<file path="src/rtl/pfd_pkg.sv">
package pfd_pkg;
  localparam int unsigned DEF_LOCK_WIN    = 3;
  localparam int unsigned DEF_LOCK_CYCLES = 16;
  localparam int unsigned PORT_W          = 2;
  localparam int unsigned N_EDGE          = 2;
  localparam int unsigned CH_REF          = 0;
  localparam int unsigned CH_FB           = 1;

  typedef struct packed {
    logic up;
    logic dn;
  } pump_req_t;
endpackage

</file>
<file path="src/rtl/pfd_rst_sync.sv">
module pfd_rst_sync (
  input  logic clk,
  input  logic rst_ni,
  output logic rst_no
);
  logic s1_q, s2_q;

  always_ff @(posedge clk or negedge rst_ni) begin
    if (!rst_ni) begin
      s1_q <= 1'b0;
      s2_q <= 1'b0;
    end else begin
      s1_q <= 1'b1;
      s2_q <= s1_q;
    end
  end

  assign rst_no = s2_q;
endmodule

</file>
<file path="src/rtl/pfd_edge_sense.sv">
module pfd_edge_sense (
  input  logic clk,
  input  logic rst_ni,
  input  logic sig_i,
  output logic level_o,
  output logic rise_o
);
  logic cur_q, old_q;
  logic cur_d, old_d;

  always_comb begin
    cur_d = sig_i;
    old_d = cur_q;
  end

  always_ff @(posedge clk or negedge rst_ni) begin
    if (!rst_ni) begin
      cur_q <= 1'b0;
      old_q <= 1'b0;
    end else begin
      cur_q <= cur_d;
      old_q <= old_d;
    end
  end

  assign level_o = cur_q;
  assign rise_o  = cur_q & ~old_q;
endmodule

</file>
<file path="src/rtl/pfd_core.sv">
module pfd_core
  import pfd_pkg::*;
(
  input  logic      clk,
  input  logic      rst_ni,
  input  logic      ref_rise_i,
  input  logic      fb_rise_i,
  output pump_req_t req_o,
  output logic      clr_o
);
  pump_req_t req_q, req_d;
  logic      clr;

  always_comb begin
    clr       = req_q.up & req_q.dn;
    req_d.up  = (req_q.up & ~clr) | ref_rise_i;
    req_d.dn  = (req_q.dn & ~clr) | fb_rise_i;
  end

  always_ff @(posedge clk or negedge rst_ni) begin
    if (!rst_ni) req_q <= '0;
    else         req_q <= req_d;
  end

  assign req_o = req_q;
  assign clr_o = clr;
endmodule

</file>
<file path="src/rtl/pfd_lock_mon.sv">
module pfd_lock_mon #(
  parameter int unsigned LOCK_WIN    = 3,
  parameter int unsigned LOCK_CYCLES = 16
) (
  input  logic clk,
  input  logic rst_ni,
  input  logic up_i,
  input  logic dn_i,
  input  logic clr_i,
  output logic locked_o
);
  localparam int unsigned WW = $clog2(LOCK_WIN + 2);
  localparam int unsigned CW = $clog2(LOCK_CYCLES + 1);
  localparam logic [WW-1:0] WIN_V = WW'(LOCK_WIN);
  localparam logic [WW-1:0] SAT_V = WW'(LOCK_WIN + 1);
  localparam logic [CW-1:0] RUN_V = CW'(LOCK_CYCLES);

  logic [WW-1:0] wid_q, wid_d, wid_plus;
  logic [CW-1:0] run_q, run_d;
  logic          active, too_long, run_en, wid_en;

  always_comb begin
    active   = up_i | dn_i;
    wid_plus = wid_q + WW'(1);
    too_long = active && (wid_plus > WIN_V);
    // width counter: counts request clocks of the current comparison cycle
    wid_en = active || (wid_q != '0);
    wid_d  = wid_q;
    if (!active || clr_i)      wid_d = '0;
    else if (wid_plus > SAT_V) wid_d = SAT_V;
    else                       wid_d = wid_plus;
    // run counter of consecutive good comparison cycles
    run_en = too_long || (clr_i && run_q != RUN_V);
    run_d  = run_q;
    if (too_long)   run_d = '0;
    else if (clr_i) run_d = run_q + CW'(1);
  end

  always_ff @(posedge clk or negedge rst_ni) begin
    if (!rst_ni)     wid_q <= '0;
    else if (wid_en) wid_q <= wid_d;
  end

  always_ff @(posedge clk or negedge rst_ni) begin
    if (!rst_ni)     run_q <= '0;
    else if (run_en) run_q <= run_d;
  end

  assign locked_o = (run_q == RUN_V);
endmodule

</file>
<file path="src/rtl/pfd_lock_top.sv">
module pfd_lock_top
  import pfd_pkg::*;
#(
  parameter int unsigned LOCK_WIN    = DEF_LOCK_WIN,
  parameter int unsigned LOCK_CYCLES = DEF_LOCK_CYCLES
) (
  input  logic              clk,
  input  logic              rst_n,
  input  logic              ref_i,
  input  logic              fb_i,
  input  logic              pump_off_i,
  input  logic              pump_hi_i,
  input  logic              drive_off_i,
  input  logic              test_mode_i,
  input  logic [PORT_W-1:0] port_val_i,
  output logic              pump_up_o,
  output logic              pump_dn_o,
  output logic              pump_oe_o,
  output logic              pump_hi_o,
  output logic              drive_en_o,
  output logic              lock_o,
  output logic              lock_oe_o,
  output logic [PORT_W-1:0] port_o
);
  logic              rst_int_n;
  logic [N_EDGE-1:0] in_vec, lvl_vec, rise_vec;
  pump_req_t         req;
  logic              clr, locked;
  logic              half_q, half_d, half_en;

  pfd_rst_sync u_rst (.clk(clk), .rst_ni(rst_n), .rst_no(rst_int_n));

  always_comb begin
    in_vec         = '0;
    in_vec[CH_REF] = ref_i;
    in_vec[CH_FB]  = fb_i;
  end

  for (genvar g = 0; g < N_EDGE; g++) begin : g_edge
    pfd_edge_sense u_es (
      .clk    (clk),
      .rst_ni (rst_int_n),
      .sig_i  (in_vec[g]),
      .level_o(lvl_vec[g]),
      .rise_o (rise_vec[g])
    );
  end

  pfd_core u_core (
    .clk       (clk),
    .rst_ni    (rst_int_n),
    .ref_rise_i(rise_vec[CH_REF]),
    .fb_rise_i (rise_vec[CH_FB]),
    .req_o     (req),
    .clr_o     (clr)
  );

  pfd_lock_mon #(.LOCK_WIN(LOCK_WIN), .LOCK_CYCLES(LOCK_CYCLES)) u_lock (
    .clk     (clk),
    .rst_ni  (rst_int_n),
    .up_i    (req.up),
    .dn_i    (req.dn),
    .clr_i   (clr),
    .locked_o(locked)
  );

  // feedback halved for the test route
  always_comb begin
    half_en = rise_vec[CH_FB];
    half_d  = ~half_q;
  end

  always_ff @(posedge clk or negedge rst_int_n) begin
    if (!rst_int_n)   half_q <= 1'b0;
    else if (half_en) half_q <= half_d;
  end

  always_comb begin
    pump_up_o  = req.up;
    pump_dn_o  = req.dn;
    pump_oe_o  = ~pump_off_i;
    pump_hi_o  = pump_hi_i;
    drive_en_o = ~drive_off_i;
    lock_o     = 1'b0;
    lock_oe_o  = ~locked;
    port_o     = port_val_i;
    if (test_mode_i) begin
      port_o[0] = half_q;
      port_o[1] = lvl_vec[CH_REF];
    end
  end
endmodule

</file>
<file path="config.mk">
export PLATFORM = sky130hd
export DESIGN_NAME = pfd_lock_top
export DESIGN_NICKNAME = d
export VERILOG_FILES = /design/src/rtl/pfd_pkg.sv /design/src/rtl/pfd_rst_sync.sv /design/src/rtl/pfd_edge_sense.sv /design/src/rtl/pfd_core.sv /design/src/rtl/pfd_lock_mon.sv /design/src/rtl/pfd_lock_top.sv
export SDC_FILE = /design/constraint.sdc
export NUM_CORES = 1
export LEC_CHECK = 0
export BUFFER_PORTS_ARGS = -buffer_cell sky130_fd_sc_hd__buf_2
export CAP_MARGIN = 10
export CORE_UTILIZATION = 25
export CTS_CLUSTER_DIAMETER = 120
export CTS_CLUSTER_SIZE = 14
export DETAILED_ROUTE_END_ITERATION = 12
export PLACE_DENSITY_LB_ADDON = 0.15
export SLEW_MARGIN = 20
export SYNTH_ARGS = -nofsm -noshare
export SYNTH_HDL_FRONTEND = slang
export SYNTH_HIERARCHICAL = 1
export SYNTH_SLANG_ARGS = --single-unit
</file>
<file path="constraint.sdc">
create_clock -name clk -period 1.3 [get_ports clk]
set_input_delay 0.13 -clock clk [delete_from_list [all_inputs] [get_ports clk]]
set_output_delay 0.13 -clock clk [all_outputs]
set_load 0.05 [all_outputs]
</file>
==> impl_metrics.env, run 1 <==
export IMPL_status="complete, but fails checks"
export IMPL_failed_checks="negative setup slack"
export IMPL_irDropWorstVdd_mv=0.739
export IMPL_die_width_um=60.0
export IMPL_maxCapViolCount=0
export IMPL_ctsLongestPathBuffers=2
export IMPL_power_density_normalized_to_cell_area_mw_per_mm2=1660
export IMPL_ios=19
export IMPL_ys_ff_latch=17
export IMPL_drt_wirelength_per_cell_um=10.6
export IMPL_die_y_um=60.0
export IMPL_critPathKind="flip-flop to flip-flop"
export IMPL_finalWorstPathRequiredPeriod_ps=1490
export IMPL_cp_data_arrival_time_ps=1660
export IMPL_synth_cell_types=24
export IMPL_core_sq_mm=0.00313
export IMPL_postSynthAreaPerCell_sq_um=11.2
export IMPL_multiInputGateArea_sq_um=432
export IMPL_number_of_global_route_vias_before_repair=683
export IMPL_fin_worst_skew_ps=4.92
export IMPL_routed_via_count=619
export IMPL_tritoncts_num_buffers=3
export IMPL_totalPowerFinal_w=0.00207
export IMPL_fill_cells=323
export IMPL_top_library_cells_by_usage_in_the_layout_fill_and_taps_aside="sky130_fd_sc_hd__buf_4 (18), sky130_fd_sc_hd__dfrtp_1 (15), sky130_fd_sc_hd__buf_2 (12), sky130_fd_sc_hd__inv_1 (9)"
export IMPL_grt_antenna_before_repair=0
export IMPL_yosys_warnings=6
export IMPL_seqCellArea_sq_um=428
export IMPL_final_net_count=129
export IMPL_synth_yosys_seq_area_share_pct=50.6
export IMPL_grt_start_max_net_pins=10
export IMPL_tritoncts="built"
export IMPL_place_gp_congestion=0.773
export IMPL_post_synthesis_cell_count=75
export IMPL_dr_pass1_iters=3
export IMPL_grt_pass1_wl_um=2860
export IMPL_synthDominantCellAreaShare_pct=50.6
export IMPL_report_final_hold_viol_count=0
export IMPL_clockRootBuffer="sky130_fd_sc_hd__clkbuf_4"
export IMPL_clock_insertion_delay_worst_skew_ps=280
export IMPL_drt_initial_drc_count=11
export IMPL_worstHoldPathType="flip-flop to async pin"
export IMPL_worst_setup_path_start_kind="flip-flop"
export IMPL_final_min_period_over_clock_period_pct=115
export IMPL_route_final_wire_length_um=1660
export IMPL_grt_overflow_total=0
export IMPL_clock_pin_slew_of_the_registers_on_the_worst_case_setup_and_hold_paths_ps=100
export IMPL_worst_slew_pin_transition_ps=515
export IMPL_slew_limit_headroom_pct=65.5
export IMPL_ant_nets=0
export IMPL_initial_utilization_pct=26.9
export IMPL_port_buffers=15
export IMPL_floorplan_die_area_sq_mm=0.00360
export IMPL_instance_count_after_placement_with_tap_cells_included=144
export IMPL_critPathRequiredTime_ps=1470
export IMPL_groute_usage_overall_pct=11.0
export IMPL_clock_sink_count=17
export IMPL_critical_path_endpoint_type="flip-flop"
export IMPL_fmaxAchievable_mhz=670
export IMPL_row_count=20
export IMPL_syn_area_sq_um=841
export IMPL_setup_viol_count_final=9
export IMPL_path_max_fanout=5
export IMPL_final_common_cell="sky130_fd_sc_hd__buf_4"
export IMPL_fin_hold_ws_ps=128
export IMPL_drive_above_1_share_pct=49.1
export IMPL_post_route_drc_count=0
export IMPL_dp_worst_setup_slack_ps=-249
export IMPL_ys_top_cells_by_area="sky130_fd_sc_hd__dfrtp_1 (51%), sky130_fd_sc_hd__ha_1 (8.9%), sky130_fd_sc_hd__inv_1 (4.9%), sky130_fd_sc_hd__nor2b_4 (3.3%), sky130_fd_sc_hd__xor2_1 (3.1%)"
export IMPL_setup_repair_after_global_routing_missed_its_margin="yes"
export IMPL_slew_viol_final=0
export IMPL_avgViaCountPerCell=3.97
export IMPL_dp_hpwl_um=1210
export IMPL_ctsHtreeMaxLevel=1
export IMPL_syn2layout_area_growth_pct=48.1
export IMPL_final_cells=156
export IMPL_synth_net_count=91
export IMPL_layout_setup_ws_ps=-192
export IMPL_diodes=0
export IMPL_power_leakage_nw=0.598
export IMPL_post_synth_top_area_cell="sky130_fd_sc_hd__dfrtp_1"
layer usage:
| metal | wire, um | track usage [%] | share of wire, % | up-vias |
|---|---|---|---|---|
| li1 | - | - | - | 314 |
| met1 | 714 | 12.7 | 43 | 287 |
| met2 | 876 | 19.5 | 53 | 16 |
| met3 | 57 | 1.95 | 3.4 | 2 |
| met4 | 8 | 5.65 | 0.48 | 0 |
| met5 | 0 | 0 | 0 | - |
timing repair:
action / in CTS / in global routing
buffers inserted: 3 / 2
pin swaps: 4 / 1
setup endpoints to repair: 9 / 11
hold buffers: 3 / 0
hold endpoints to repair: 4 / 0
gates resized for setup: 16 / 6
flip-flops by register name (all words and copies together), names as in the netlist:
| name | flops |
|---|---|
| u_rst/rst_no | 1 |
| u_core/req_o | 2 |
| u_lock/run_q | 5 |
| half_q | 1 |
| g_edge.u_es/old_q | 2 |
| u_rst/s1_q | 1 |
| u_lock/wid_q | 3 |
| g_edge.u_es/level_o | 2 |
final cells by class:
type                       instances  area share [%]
multi-input combinational         44            34.7
inverter                          11            3.32
timing repair buffer              36            21.1
sequential                        17            34.4
tap                               44            4.42
clock buffer                       4            2.11
report_power, final:
part	internal [W]	switching [W]	leakage, nW	total, W
sequential	0.000635	0.0000783	0.211	0.000713
combinational	0.000559	0.000520	0.372	0.00108
clock	0.000119	0.000154	0.0150	0.000273
total	0.00131	0.000753	0.598	0.00207
stage by stage:
stage / TNS, ps / cell area, sq um / util [%]
floorplan: -880 / 843 / -
global placement: -1070 / 1050 / 33.5
CTS: -1340 / 1200 / 38.5
detailed placement: -1400 / 1050 / 33.5
global route: -1910 / 1240 / 39.8
finish: -1240 / 1240 / 39.8
cell families (layout without fill, tap and decap cells):
family                   count (synthesis)  count (layout)  synth area share (%)
other                                    2               2                 0.893
XOR/XNOR                                 4               4                  4.17
AND/OR/NAND/NOR                         20              20                  16.8
multiplexers                             2               2                  2.68
adder cells (fa/ha/maj)                  6               6                  8.93
flip-flops                              17              17                  50.6
buffers and inverters                   14              51                  7.59
AO/OA/AOI/OAI                           10              10                  8.33
worst max-delay path, stage by stage (launching register included):
cell	delay, ps
sky130_fd_sc_hd__dfrtp_1	400
sky130_fd_sc_hd__inv_2	60
sky130_fd_sc_hd__ha_4	260
sky130_fd_sc_hd__or3b_4	380
sky130_fd_sc_hd__a21oi_4	220
sky130_fd_sc_hd__nor2_1	60
cells in the mapped netlist:
cell type / instances
sky130_fd_sc_hd__nor2_1: 5
sky130_fd_sc_hd__a21o_1: 2
sky130_fd_sc_hd__a21oi_1: 2
sky130_fd_sc_hd__conb_1: 2
sky130_fd_sc_hd__nor3_1: 1
sky130_fd_sc_hd__buf_4: 3
sky130_fd_sc_hd__or3_1: 2
sky130_fd_sc_hd__xor2_1: 3
sky130_fd_sc_hd__ha_1: 6
sky130_fd_sc_hd__inv_1: 11
sky130_fd_sc_hd__or3b_1: 1
sky130_fd_sc_hd__nor4bb_4: 1
sky130_fd_sc_hd__nor2b_4: 2
sky130_fd_sc_hd__mux2_2: 2
sky130_fd_sc_hd__nor4b_1: 1
sky130_fd_sc_hd__dfrtp_1: 17
sky130_fd_sc_hd__o21ai_1: 1
sky130_fd_sc_hd__nand2_1: 4
sky130_fd_sc_hd__o41ai_1: 2
sky130_fd_sc_hd__nand4_1: 2
sky130_fd_sc_hd__nand3b_1: 1
sky130_fd_sc_hd__a21oi_2: 2
sky130_fd_sc_hd__o21ai_0: 1
sky130_fd_sc_hd__xnor2_1: 1
path summary, 6_finish.rpt:
check | from | end | slack (ps) | cells after the start
setup reg to reg | u_lock/wid_q[1]$_DFFE_PN0P_ | u_lock/run_q[4]$_DFFE_PN0P_ | -190 | 5
hold reg to reg | u_rst/rst_no$_DFF_PN0_ | g_edge[1].u_es/level_o$_DFF_PN0_ | 130 | 0
hold / removal | u_rst/rst_no$_DFF_PN0_ | g_edge[1].u_es/level_o$_DFF_PN0_ | 130 | 0
min in group clk | pump_hi_i | pump_hi_o | 260 | 0
max in group asynchronous | u_rst/rst_no$_DFF_PN0_ | u_lock/run_q[3]$_DFFE_PN0P_ | 740 | 1
setup / recovery | u_lock/wid_q[1]$_DFFE_PN0P_ | u_lock/run_q[4]$_DFFE_PN0P_ | -190 | 5
(Power assumes the default switching activity.)
==> run 2, diff against run 1 <==
--- a/config.mk
+++ b/config.mk
@@ -11,9 +11,9 @@
 export CTS_CLUSTER_DIAMETER = 120
 export CTS_CLUSTER_SIZE = 14
 export DETAILED_ROUTE_END_ITERATION = 12
-export PLACE_DENSITY_LB_ADDON = 0.15
+export PLACE_DENSITY = 0.44
+export SKIP_LAST_GASP = 1
 export SLEW_MARGIN = 20
 export SYNTH_ARGS = -nofsm -noshare
 export SYNTH_HDL_FRONTEND = slang
-export SYNTH_HIERARCHICAL = 1
 export SYNTH_SLANG_ARGS = --single-unit
==> run 2 against run 1 <==
The run still ends with negative setup slack left. First-iteration DRC count grew 100%. Clock-buffer cell count fell by 1. Critical endpoint is now u_lock.run_q[4]$_DFFE_PN0P_. Die area increased by 4.2%. Clock skew is 1.2 ps higher. Cell area grew 5.5%. Critical path depth stayed put. Global-route usage decreased by 0.89 points.
==> impl_metrics.env, run 2 <==
export IMPL_registers_top_by_ff_count="u_lock.run_q"
export IMPL_dr_pass1_iters=2
export IMPL_fin_setup_tns_ps=-1250
export IMPL_grt_antenna_before_repair=0
export IMPL_switching_power_w=0.000764
export IMPL_floorplan_die_area_sq_mm=0.00375
export IMPL_grt_overflow_total=0
export IMPL_final_net_count=138
export IMPL_dp_hpwl_um=1240
export IMPL_syn2layout_area_growth_pct=49.8
export IMPL_ys_top_cells_by_area="sky130_fd_sc_hd__dfrtp_1 (49%), sky130_fd_sc_hd__ha_1 (14%), sky130_fd_sc_hd__inv_1 (4.3%), sky130_fd_sc_hd__nor4bb_4 (2.9%), sky130_fd_sc_hd__mux2_2 (2.6%)"
export IMPL_synth_cell_types=26
export IMPL_avgViaCountPerCell=4.09
export IMPL_post_synthesis_cell_count=78
export IMPL_synthDominantCellAreaShare_pct=48.5
export IMPL_worstHoldPathType="primary input to async pin"
export IMPL_ios=19
export IMPL_final_cell_area_sq_mm=0.00131
export IMPL_synth_net_count=98
export IMPL_synth_yosys_seq_area_share_pct=48.5
export IMPL_number_of_global_route_vias_before_repair=621
export IMPL_final_min_period_over_clock_period_pct=117
export IMPL_report_final_hold_viol_count=0
export IMPL_critical_path_endpoint_type="flip-flop"
export IMPL_groute_usage_overall_pct=10.2
export IMPL_ys_ff_latch=17
export IMPL_synthMostInstantiatedCell="sky130_fd_sc_hd__dfrtp_1"
export IMPL_worst_setup_path_start_kind="flip-flop"
export IMPL_drt_initial_drc_count=22
export IMPL_instance_count_after_placement_with_tap_cells_included=150
export IMPL_critPathRequiredTime_ps=1480
export IMPL_maxCapViolCount=0
export IMPL_routed_wl_met2_um=886
export IMPL_cp_data_arrival_time_ps=1700
export IMPL_switching_share_pct=37.1
export IMPL_grt_start_max_net_pins=11
export IMPL_routed_via_count=666
export IMPL_clock_sink_count=17
export IMPL_failed_checks="negative setup slack"
export IMPL_totalPowerFinal_w=0.00206
export IMPL_route_final_wire_length_um=1730
export IMPL_ctsHtreeMaxLevel=1
export IMPL_cell_internal_pwr_w=0.00129
export IMPL_post_dp_cell_area_sq_mm=0.00111
export IMPL_power_leakage_nw=0.613
export IMPL_port_buffers=15
export IMPL_initial_utilization_pct=26.3
export IMPL_layout_setup_ws_ps=-221
export IMPL_synthFlopType="sky130_fd_sc_hd__dfrtp_1"
export IMPL_fmaxAchievable_mhz=657
export IMPL_path_max_fanout=5
export IMPL_post_synth_top_area_cell="sky130_fd_sc_hd__dfrtp_1"
export IMPL_drt_wirelength_per_cell_um=10.6
export IMPL_diodes=0
export IMPL_post_route_drc_count=0
export IMPL_finalCoreUtilization_pct=39.4
export IMPL_setup_viol_count_final=7
export IMPL_largest_register_ffs=5
export IMPL_comb_power_share_pct=51.8
export IMPL_setup_repair_after_global_routing_missed_its_margin="yes"
export IMPL_critPathKind="flip-flop to flip-flop"
export IMPL_row_count=21
export IMPL_final_cells=163
export IMPL_synth_edff_count=0
export IMPL_slew_viol_final=0
export IMPL_ant_nets=0
export IMPL_status="complete, but fails checks"
export IMPL_grt_pass1_wl_um=2730
export IMPL_topRoutingLayerUsed="met4"
export IMPL_met1_length_um=796
export IMPL_fin_worst_skew_ps=6.15
export IMPL_place_gp_congestion=0.700
export IMPL_power_density_normalized_to_cell_area_mw_per_mm2=1570
export IMPL_sequentialPowerShare_pct=34.6
export IMPL_synth_async_sr_flop_share_pct=100
export IMPL_post_synth_most_frequent_cells="sky130_fd_sc_hd__dfrtp_1 (17), sky130_fd_sc_hd__ha_1 (10), sky130_fd_sc_hd__inv_1 (10)"
export IMPL_postSynthAreaPerCell_sq_um=11.2
export IMPL_top_library_cells_by_usage_in_the_layout_fill_and_taps_aside="sky130_fd_sc_hd__buf_4 (19), sky130_fd_sc_hd__dfrtp_1 (15), sky130_fd_sc_hd__buf_2 (12), sky130_fd_sc_hd__inv_2 (7), sky130_fd_sc_hd__ha_1 (6)"
export IMPL_clock_pin_slew_of_the_registers_on_the_worst_case_setup_and_hold_paths_ps=90
export IMPL_ctsLongestPathBuffers=2
export IMPL_final_common_cell="sky130_fd_sc_hd__buf_4"
export IMPL_irDropWorstVdd_mv=0.921
export IMPL_syn_area_sq_um=877
export IMPL_tritoncts="built"
export IMPL_fill_cells=343
export IMPL_finalWorstPathRequiredPeriod_ps=1520
export IMPL_top_regs="u_lock.run_q (5), u_lock.wid_q (3)"
export IMPL_tritoncts_num_buffers=3
export IMPL_drive_above_1_share_pct=54.7
export IMPL_clockRootBuffer="sky130_fd_sc_hd__clkbuf_4"
export IMPL_clock_power_share_pct=13.6
export IMPL_detailroute_wirelength_met3_um=30
export IMPL_die_width_um=61.2
export IMPL_clock_insertion_delay_worst_skew_ps=290
export IMPL_die_y_um=61.2
export IMPL_yosys_warnings=0
export IMPL_core_sq_mm=0.00334
==> run 2: cell count changes after synthesis, moves of 2 or more <==
cell                       before  now
sky130_fd_sc_hd__ha_1           6   10
sky130_fd_sc_hd__mux2i_1        0    2
sky130_fd_sc_hd__nand2b_1       0    2
sky130_fd_sc_hd__nand3_1        0    2
sky130_fd_sc_hd__nor2_1         5    2
sky130_fd_sc_hd__nor2b_4        2    0
sky130_fd_sc_hd__o41ai_1        2    0
==> run 2: power groups by stage <==
stage	registers (W)	logic [W]	clock network, W
after floorplan	0.000756	0.000471	0
after global placement	0.000712	0.000781	0
after detailed placement	0.000717	0.000798	0
after CTS	0.000706	0.000924	0.000299
after global routing	0.000728	0.00116	0.000314
final	0.000713	0.00107	0.000279
==> run 2: final cells by class <==
cell class | instances | area, sq um | area share (%)
timing repair buffer | 37 | 270 | 20.6
tap | 46 | 57.6 | 4.38
clock buffer | 3 | 22.5 | 1.71
clock inverter | 1 | 5.00 | 0.381
multi-input combinational | 48 | 489 | 37.2
sequential | 17 | 428 | 32.6
inverter | 11 | 41.3 | 3.14
==> run 2: timing repair <==
action                                 4_1_cts  5_1_grt
setup endpoints to repair                   10       10
endpoints found under the hold margin        4        0
hold buffers                                 3        0
setup buffers                                4        3
gates resized for setup                     13       12
pin swaps                                    3        3
==> run 2: worst max-delay path: stages (launching register included) <==
cell                      delay [ps]
sky130_fd_sc_hd__dfrtp_1         400
sky130_fd_sc_hd__inv_2            70
sky130_fd_sc_hd__ha_4            260
sky130_fd_sc_hd__or3b_4          380
sky130_fd_sc_hd__a21oi_4         230
sky130_fd_sc_hd__nor2_1           70
==> run 2: routing by layer <==
| layer | track usage [%] | up-vias |
|---|---|---|
| met5 | 0 | - |
| met4 | 3.90 | 0 |
| met3 | 2.52 | 4 |
| met2 | 17.4 | 9 |
| met1 | 12.3 | 319 |
| li1 | - | 334 |
==> run 2: per-stage QoR <==
stage	setup slack (ps)	hold slack, ps
after floorplan	-154	-166
after global placement	-181	-85.8
after detailed placement	-252	-84.0
after CTS	-265	127
after global routing	-287	149
final	-221	140
==> run 2: worst paths after layout <==
kind                                             start                              to  slack [ps]  cells past startpoint
max reg2reg                u_lock.wid_q[1]$_DFFE_PN0P_     u_lock.run_q[4]$_DFFE_PN0P_        -220                      5
max in group asynchronous       u_rst.rst_no$_DFF_PN0_     u_lock.run_q[4]$_DFFE_PN0P_         710                      1
max                        u_lock.wid_q[1]$_DFFE_PN0P_     u_lock.run_q[4]$_DFFE_PN0P_        -220                      5
min reg2reg                     u_rst.rst_no$_DFF_PN0_  g_edge[1].u_es.old_q$_DFF_PN0_         160                      0
min                                              rst_n            u_rst.s1_q$_DFF_PN0_         140                      2
min in group clk                             pump_hi_i                       pump_hi_o         260                      0
==> run 2: cell families (layout without fill, tap and decap cells) <==
kind of cell,count (synthesis),count (layout),share of synthesized area [%]
AO/OA/AOI/OAI,11,11,8.56
XOR/XNOR,4,4,4.00
adder cells (fa/ha/maj),10,10,14.3
buffers and inverters,13,52,6.42
flip-flops,17,17,48.5
multiplexers,4,4,4.85
other,2,2,0.856
AND/OR/NAND/NOR,17,17,12.6
==> run 3, diff against run 2 <==
--- a/config.mk
+++ b/config.mk
@@ -8,10 +8,10 @@
 export BUFFER_PORTS_ARGS = -buffer_cell sky130_fd_sc_hd__buf_2
 export CAP_MARGIN = 10
 export CORE_UTILIZATION = 25
-export CTS_CLUSTER_DIAMETER = 120
 export CTS_CLUSTER_SIZE = 14
 export DETAILED_ROUTE_END_ITERATION = 12
 export PLACE_DENSITY = 0.44
+export RECOVER_POWER = 25
 export SKIP_LAST_GASP = 1
 export SLEW_MARGIN = 20
 export SYNTH_ARGS = -nofsm -noshare
==> run 3 against run 2 <==
The run still ends with negative setup slack left. Power about the same. Clock-buffer cell count unchanged. Clock power hardly changed. Cell area hardly changed. Routed wire length is the same. Via count unchanged. Combinational power hardly changed. Sequential share of layout area is essentially flat. First-iteration DRC count did not move. Fmax did not move. Register-to-register slack about the same. Highest routed layer unchanged.
==> impl_metrics.env, run 3 (synthesis results as in run 2) <==
export IMPL_grt_start_max_net_pins=11
export IMPL_critical_path_max_stage_delay_ps=400
export IMPL_totalPowerFinal_w=0.00206
export IMPL_core_sq_mm=0.00334
export IMPL_dr_pass1_iters=2
export IMPL_drive_above_1_share_pct=53.8
export IMPL_path_cells="inv_2 -> ha_4 -> or3b_4 -> a21oi_4 -> nor2_1"
export IMPL_final_cell_area_sq_mm=0.00131
export IMPL_slew_viol_final=0
export IMPL_grt_pass1_wl_um=2730
export IMPL_die_y_um=61.2
export IMPL_routed_via_count=666
export IMPL_final_net_count=138
export IMPL_die_width_um=61.2
export IMPL_ctsLongestPathBuffers=2
export IMPL_clockRootBuffer="sky130_fd_sc_hd__clkbuf_4"
export IMPL_fin_worst_skew_ps=6.15
export IMPL_worstHoldPathType="primary input to async pin"
export IMPL_worst_setup_path_start_kind="flip-flop"
export IMPL_floorplan_die_area_sq_mm=0.00375
export IMPL_critPathRequiredTime_ps=1480
export IMPL_fin_hold_ws_ps=142
export IMPL_setup_repair_after_global_routing_missed_its_margin="yes"
export IMPL_top_library_cells_by_usage_in_the_layout_fill_and_taps_aside="sky130_fd_sc_hd__buf_4 (19), sky130_fd_sc_hd__dfrtp_1 (15), sky130_fd_sc_hd__buf_2 (11), sky130_fd_sc_hd__inv_2 (7), sky130_fd_sc_hd__ha_1 (6)"
export IMPL_tritoncts_num_buffers=3
export IMPL_place_gp_congestion=0.700
export IMPL_failed_checks="negative setup slack"
export IMPL_fin_setup_tns_ps=-1250
export IMPL_critical_path_endpoint_type="flip-flop"
export IMPL_ctsHtreeMaxLevel=1
export IMPL_clock_pin_slew_of_the_registers_on_the_worst_case_setup_and_hold_paths_ps=90
export IMPL_drt_wirelength_per_cell_um=10.6
export IMPL_largest_register_ffs=5
export IMPL_report_final_hold_viol_count=0
export IMPL_ios=19
export IMPL_ant_nets=0
export IMPL_grt_overflow_total=0
export IMPL_finalWorstPathRequiredPeriod_ps=1520
export IMPL_dp_hpwl_um=1240
export IMPL_avgViaCountPerCell=4.09
export IMPL_final_common_cell="sky130_fd_sc_hd__buf_4"
export IMPL_cp_num_cells=5
export IMPL_number_of_global_route_vias_before_repair=621
export IMPL_tritoncts="built"
export IMPL_maxCapViolCount=0
export IMPL_registers_top_by_ff_count="u_lock.run_q"
export IMPL_row_count=21
export IMPL_port_buffers=15
export IMPL_irDropWorstVdd_mv=0.921
export IMPL_power_leakage_nw=0.610
export IMPL_critPathTopFamily="simple AND/OR/NAND/NOR gates"
export IMPL_cp_data_arrival_time_ps=1700
export IMPL_groute_usage_overall_pct=10.2
export IMPL_status="complete, but fails checks"
export IMPL_layout_setup_ws_ps=-221
export IMPL_worstPathBufferInverterCount=1
export IMPL_syn2layout_area_growth_pct=49.6
export IMPL_critical_path_slowest_cell="sky130_fd_sc_hd__dfrtp_1"
export IMPL_post_dp_cell_area_sq_mm=0.00111
export IMPL_diodes=0
export IMPL_clock_insertion_delay_worst_skew_ps=290
export IMPL_power_density_normalized_to_cell_area_mw_per_mm2=1570
export IMPL_path_max_fanout=5
export IMPL_critPathKind="flip-flop to flip-flop"
export IMPL_initial_utilization_pct=26.3
export IMPL_ff2ff_path_depth=5
export IMPL_setup_viol_count_final=7
export IMPL_grt_antenna_before_repair=0
export IMPL_drt_initial_drc_count=22
export IMPL_top_regs="u_lock.run_q (5), u_lock.wid_q (3)"
export IMPL_fmaxAchievable_mhz=657
export IMPL_route_final_wire_length_um=1730
export IMPL_final_min_period_over_clock_period_pct=117
export IMPL_post_route_drc_count=0
export IMPL_clock_sink_count=17
run 3: cell count changes in the layout (fill, tap and decap cells not counted):
| cell | change |
|---|---|
| sky130_fd_sc_hd__clkbuf_1 | +1 |
| sky130_fd_sc_hd__buf_2 | -1 |
run 3: final cells by class:
class | count | area (sq um)
clock buffer | 3 | 22.5
tap | 46 | 57.6
fill | 342 | 2020
multi-input combinational | 48 | 489
sequential | 17 | 428
timing repair buffer | 37 | 269
clock inverter | 1 | 5.00
inverter | 11 | 41.3
run 3: through the flow:
| stage | utilization [%] | setup slack, ps | instances |
|---|---|---|---|
| after floorplan | - | -154 | 78 |
| after global placement | 33.3 | -181 | 150 |
| after detailed placement | 33.3 | -252 | 150 |
| after CTS | 37.2 | -265 | 161 |
| after global routing | 39.3 | -287 | 163 |
| final | 39.3 | -221 | 163 |
run 3: worst paths after layout:
check	from	end	slack (ps)
max in group asynchronous	u_rst.rst_no$_DFF_PN0_	u_lock.run_q[4]$_DFFE_PN0P_	710
setup reg to reg	u_lock.wid_q[1]$_DFFE_PN0P_	u_lock.run_q[4]$_DFFE_PN0P_	-220
hold / removal	rst_n	u_rst.s1_q$_DFF_PN0_	140
min in group clk	pump_hi_i	pump_hi_o	260
setup / recovery	u_lock.wid_q[1]$_DFFE_PN0P_	u_lock.run_q[4]$_DFFE_PN0P_	-220
hold reg to reg	u_rst.rst_no$_DFF_PN0_	g_edge[1].u_es.old_q$_DFF_PN0_	160
run 3: layer usage:
| layer | track usage (%) | share of wire, % | up-vias |
|---|---|---|---|
| met5 | 0 | 0 | - |
| met3 | 2.52 | 1.7 | 4 |
| met4 | 3.90 | 1.2 | 0 |
| li1 | - | - | 334 |
| met1 | 12.3 | 46 | 319 |
| met2 | 17.4 | 51 | 9 |
run 3: timing repair:
item,CTS,global route
hold endpoints to repair,4,0
buffers inserted,4,3
hold buffers,3,0
pin swaps,3,3
endpoints found under the setup margin,10,10
resized for setup,13,12
run 3: report_power, final:
part / switching (W) / internal (W)
sequential: 0.0000868 / 0.000626
combinational: 0.000512 / 0.000554
clock: 0.000165 / 0.000114
total: 0.000764 / 0.00129
run 3: worst reg2reg max path, stage by stage (launching register included):
cell	delay (ps)
sky130_fd_sc_hd__dfrtp_1	400
sky130_fd_sc_hd__inv_2	70
sky130_fd_sc_hd__ha_4	260
sky130_fd_sc_hd__or3b_4	380
sky130_fd_sc_hd__a21oi_4	230
sky130_fd_sc_hd__nor2_1	70
